$ cat src/rtl/sparse_sel_guard.sv
module sparse_sel_guard #(
  parameter int unsigned SEL_W = 6,
  parameter int unsigned SEL_CODES_N = 4,
  parameter logic [SEL_CODES_N*SEL_W-1:0] SEL_CODES = {6'h23, 6'h19, 6'h2D, 6'h16},
  parameter int unsigned NUM_SEL = 3,
  parameter int unsigned EN_W = 3,
  parameter logic [EN_W-1:0] EN_HIGH = 3'b011,
  parameter logic [EN_W-1:0] EN_LOW = 3'b100,
  parameter int unsigned NUM_EN = 2,
  parameter int unsigned NUM_EXT = 2
) (
  input  logic                     clk_i,
  input  logic                     rst_ni,
  input  logic [NUM_SEL*SEL_W-1:0] sel_i,
  output logic [NUM_SEL*SEL_W-1:0] sel_o,
  output logic [NUM_SEL-1:0]       sel_err_o,
  input  logic [NUM_EN*EN_W-1:0]   en_i,
  output logic [NUM_EN-1:0]        en_o,
  output logic [NUM_EN-1:0]        en_err_o,
  input  logic [NUM_EXT-1:0]       ext_err_i,
  output logic                     err_q_o
);

  logic err_any;
  logic err_q;

  for (genvar c = 0; c < NUM_SEL; c++) begin : g_sel
    logic [SEL_W-1:0] code;
    logic             hit;
    assign code = sel_i[c*SEL_W +: SEL_W];
    always_comb begin
      hit = 1'b0;
      for (int k = 0; k < SEL_CODES_N; k++) begin
        if (code == SEL_CODES[k*SEL_W +: SEL_W]) hit = 1'b1;
      end
    end
    assign sel_o[c*SEL_W +: SEL_W] = code;
    assign sel_err_o[c] = ~hit;
  end

  for (genvar e = 0; e < NUM_EN; e++) begin : g_en
    logic [EN_W-1:0] code;
    assign code = en_i[e*EN_W +: EN_W];
    assign en_o[e] = (code == EN_HIGH);
    assign en_err_o[e] = (code != EN_HIGH) && (code != EN_LOW);
  end

  assign err_any = (|sel_err_o) | (|en_err_o) | (|ext_err_i);

  always_ff @(posedge clk_i or negedge rst_ni) begin
    if (!rst_ni) err_q <= 1'b0;
    else if (err_any) err_q <= 1'b1;
  end

  assign err_q_o = err_q;

endmodule


$ cat config.mk
export PLATFORM = sky130hd
export DESIGN_NAME = sparse_sel_guard
export DESIGN_NICKNAME = d
export VERILOG_FILES = /design/src/rtl/sparse_sel_guard.sv
export SDC_FILE = /design/constraint.sdc
export NUM_CORES = 1
export LEC_CHECK = 0
export CORE_AREA = 2 2 39 41
export DETAILED_ROUTE_END_ITERATION = 10
export DIE_AREA = 0 0 41 43
export DONT_BUFFER_PORTS = 1
export PLACE_DENSITY_LB_ADDON = 0.1
export SYNTH_ARGS = -nofsm -noshare
export SYNTH_HDL_FRONTEND = slang
export SYNTH_SLANG_ARGS = --single-unit
$ cat constraint.sdc
create_clock -name clk_i -period 2.2 [get_ports clk_i]
set_input_delay 0.22 -clock clk_i [delete_from_list [all_inputs] [get_ports clk_i]]
set_output_delay 0.22 -clock clk_i [all_outputs]
set_load 0.01 [all_outputs]
# After elaboration in Yosys (flattened, before gate mapping)
# Cells that the tools add are included.
# classes
n_reduce_logical	5
eq_ne	18
n_mux	12
bitwise_logic	5
# ops
op	count
6-bit by 5-bit == test with 1-bit output, second input constant	6
6-bit == test, second input constant	6
1-bit two-way mux	12
3-bit by 2-bit == test with 1-bit output, second input constant	2
3-bit by 2-bit inequality test with 1-bit output, second input constant	2
3-bit inequality test, second input constant	2
2-bit OR reduction	2
1-bit NOT	3
3-bit OR reduction	1
1-bit logical AND	2
1-bit bitwise OR	2
# word_totals
wordCells	41
regBits	1
output_inout_bits	26
input_bits	28

# Longest topological paths before layout
# logic_depth
word_depth	9
mapped_depth	4
ltp_nobuf	4

# Worst setup path before layout
# Ideal clock, no wire load.
# synth_timing
path_type	reg-to-reg
startpoint	reg, netlist name err_q_o
endpoint	reg err_q (netlist: err_q_o)
stages_incl_launch_ff	4
n_path_buf	0
setup_ns	0.139
synth_period_minus_slack_ns	1.484
setup_slack_ns	0.716
arrival_ns	1.345
required_time_ns	2.061
path_cell_list	dfrtp_1 -> or3_1 -> or3_1 -> or4_1
# synth_rtl
element	line	text
end signal: assignment	51	if (!rst_ni) err_q <= 1'b0;
end signal: assignment	52	else if (err_any) err_q <= 1'b1;
end: declaration	25	logic err_q;

==> summary by stage <==
GRT
For met3 alone, demand over resource in global routing was 4.19%. In the global route stage, met2 resource usage came out at 18.4%. Across every metal layer, demand over resource in global routing totals 8.90%. For this run the aggregate overflow at the end of global routing stands at 0. The number of antenna violations at the first check in global routing came to 0. The met1 track demand over resource in global routing is 6.98%. The most heavily used metal layer in global routing is met2. The number of global-route vias before repair is 316. The first global-routing pass estimated 1.17 mm of wire.

Entering global routing, the biggest net connects 6 pins.

Finish
The number of flip-flops in the largest register was 1. The count of nets after finishing is 68. Compared with the post-synthesis result, the final layout area differs by -25.6%.

After routing the design area is a little over 300 um2. The post-route netlist has 5.26% of its cells at a drive strength greater than 1. The number of fill cells is 167. 0 antenna diodes ended up in the layout. The area of the multi-input gates is 250 um2. In the final layout, flip-flops and latches occupy 25.0 um2.

Power
The total power draw is around 0.047 mW. The switching share of power is 25.2%. Power spread over the standard cell area amounts to 153 nW/um2.

The reported net switching power is 0.0117 mW. The worst vdd rail ir drop is 0.0611 mV. The internal portion of the total power is 0.0349 mW.

The static leakage is ~0.098 nW. Combinational logic is responsible for about three fifths of the overall power. The clock network accounts for 0% of the total power.

The fraction of power consumed by sequential logic is 40.1%.

Clocking
Post-CTS repair changed the size of 0 cells. Buffers added to address setup during post-CTS repair amount to 0. The later pin in the worst-skew pair is clocked with a latency of 0 ns.

The clock transition at the register clock pins on the worst setup and hold paths after CTS is 0 ns.

Run
Across the run, the number of max-cap violations was 0.

Timing
The final hold slack is 0.439 ns. Setup repair after global routing left no endpoint under its margin. The hold violation count in the final report is 0. The final count of pins violating max slew is 0.

Setup violations remaining at the end of the flow were counted as 0. The maximum frequency from static timing analysis is 648 MHz. Across the routed clock network, the largest skew measured is 0 ns. Adding up every negative setup slack in the final design gives 0 ns.

Subtracting the final worst setup slack from the clock period gives 1.54 ns. For the pin with the worst max-slew slack, the measured transition is 0.302 ns. The final critical path takes up 70.2% of the cycle.

The headroom to the max-slew limit is 79.6%.

Setup path
The critical path starts at err_q_o. The start-to-end type of the worst setup path is reg2reg. The setup check on the worst reg-to-reg path leaves a slack of roughly 0.66 ns. The worst setup path endpoint is err_q_o. For the worst flop-to-flop path, the logic depth is 3.

In this run the critical register-to-register path is captured at err_q_o. The worst endpoint required time is around 2.1 ns. Traced cell by cell, the critical path runs through or3_1, or3_1, or4_1.

The endpoint kind of the worst setup timing path is a register. The largest stage delay on the critical path is 0.39 ns. Counting both buffers and inverters, the worst setup path holds a total of 0. The total number of cells along the worst setup path is 3. The worst register-to-register path begins at err_q_o. Along the worst path, the maximum fanout reaches 2. The most numerous cell type found on the critical path is or3_1.

The largest individual stage delay along the critical path comes from the cell dfrtp_1. The cell class contributing the biggest share of worst-path delay is simple AND/OR/NAND/NOR gates. The arrival time at the worst endpoint is 1.40 ns.

The worst setup path is launched from a register.

Yosys
The share of synthesized area in the top cell type comes to around 33%. The post-synthesis cell count is 55. The number of nets in the synthesized netlist is 83.

Dividing the synthesized area by the synthesized cell count gives roughly 7.5 um2. The number of synthesized register bits is 1. The cell taking the most area after synthesis is buf_4.

Summing the sequential cell areas from Yosys gives 6.10% of the chip area. The count of cell types in the netlist is 17. The synthesized cell area is 410 um2.

Yosys printed 0 warnings. Ranked by total cell area, the synthesized netlist is headed by buf_4 33%, nor4bb_1 12%, and3b_1 6.4%, o31a_1 6.4%, a21oi_1 6.1%.

Placed design
Once placement finished, the instance area stood at 295 um2. The detailed placement HPWL is 746 um. Buffers placed on the I/O ports in this run total 0. The congestion estimate from routability-driven global placement came to 0.557.

Detailed routing
The sum of routed wire length over all layers is about 840 um. The number of DRC violations after detailed routing is 0. For this block, the initial DRC count from the detailed router was 1.

The first TritonRoute pass finished after 2 iterations. The routed layout has 325 vias. Once detail routing completed, the nets flagged for antenna violations numbered 0.

Dividing the detail-routed via count by the number of cells gives 6.02. The detail-routed net length per standard cell is 15.6 um.

Worst hold path
The kind of path behind the tightest hold check is in2async.

Floorplanning
The placeable core area is 1380 um2. The floorplan has 14 rows. The effective utilization at floorplan is 29.7%.

In this run the vertical extent of the chip is between 40 and 50 um. The die covers approximately 1800 um2. 54 I/O pins were placed.

The die span in x is 41 um.

Status
The flow ran to the end, and the final reports show no timing, DRC or antenna violations.
==> cells in the mapped netlist <==
cell type	instances
or4_1	1
o31a_1	3
and3b_1	3
and4bb_2	1
nor3b_2	1
nor2_1	3
o21ai_1	2
nor4bb_1	5
o21ai_0	1
nor3b_1	1
nor2b_1	4
a21oi_1	5
nand2_1	3
or3_1	2
and2b_1	1
dfrtp_1	1
buf_4	18
==> per-layer routing <==
layer	wire length (um)	up-vias
met5	0	-
met4	0	0
met3	128	0
met2	489	21
met1	224	155
li1	-	149
==> how the worst min path moves through the flow <==
stage	to	slack (ns)	cells after the start	start
2_1_floorplan	err_q_o	-0.08	0	rst_ni
3_3_place_gp	err_q_o	-0.08	0	rst_ni
3_5_place_dp	err_q_o	-0.08	0	rst_ni
4_1_cts	err_q_o	0.44	1	rst_ni
5_1_grt	sel_o[12]	0.44	0	sel_i[12]
6_report	err_q_o	0.44	1	rst_ni
==> layout make-up <==
cell class              instances  area share [%]
repair buffers                  1            3.28
multi-input cells              36            82.0
flip-flops and latches          1            8.20
well taps                      16            6.56
==> power groups by stage <==
stage          Sequential [mW]  Combinational, mW  Clock, mW
2_1_floorplan           0.0187             0.0578          0
3_3_place_gp            0.0187             0.0262          0
3_5_place_dp            0.0187             0.0269          0
4_1_cts                 0.0187             0.0284          0
5_1_grt                 0.0187             0.0310          0
6_report                0.0187             0.0280          0
==> logic make-up (layout without fill, tap and decap cells) <==
kind of cell,count (synthesis),after routing,share of synthesized area (%)
DFF,1,1,6.10
and+or+nand+nor,25,25,44.8
AOI/OAI and AO/OA,11,11,16.2
buffers and inverters,18,1,32.9
==> per-stage QoR <==
step | worst slack [ns] | util (%) | cells
floorplan | 0.716 | - | 55
finish | 0.656 | 22.1 | 54
global placement | 0.681 | 21.3 | 53
global route | 0.615 | 22.1 | 54
CTS | 0.648 | 22.1 | 54
detailed placement | 0.662 | 21.3 | 53
==> cell usage in the layout (no fill, tap or decap) <==
cell           Yosys  final
nor3b_2            1      1
nand2_1            3      3
a21oi_1            5      5
o31a_1             3      3
nor2b_1            4      4
or3_1              2      2
o21ai_0            1      1
nor2_1             3      3
dfrtp_1            1      1
o21ai_1            2      2
or4_1              1      1
nor4bb_1           5      5
dlygate4sd3_1      0      1
and3b_1            3      3
and2b_1            1      1
nor3b_1            1      1
and4bb_2           1      1
==> worst reg2reg max path, delay by kind of cell (launching register included) <==
kind,cells,cell delay [ns]
and+or+nand+nor,3,1.01
DFF,1,0.39
==> timing repair <==
item                                    4_1_cts  5_1_grt
hold buffers                                  1        0
endpoints found under the hold margin         1        0
endpoints found under the setup margin        0        0
No activity file was read; power rests on OpenSTA's default activity.
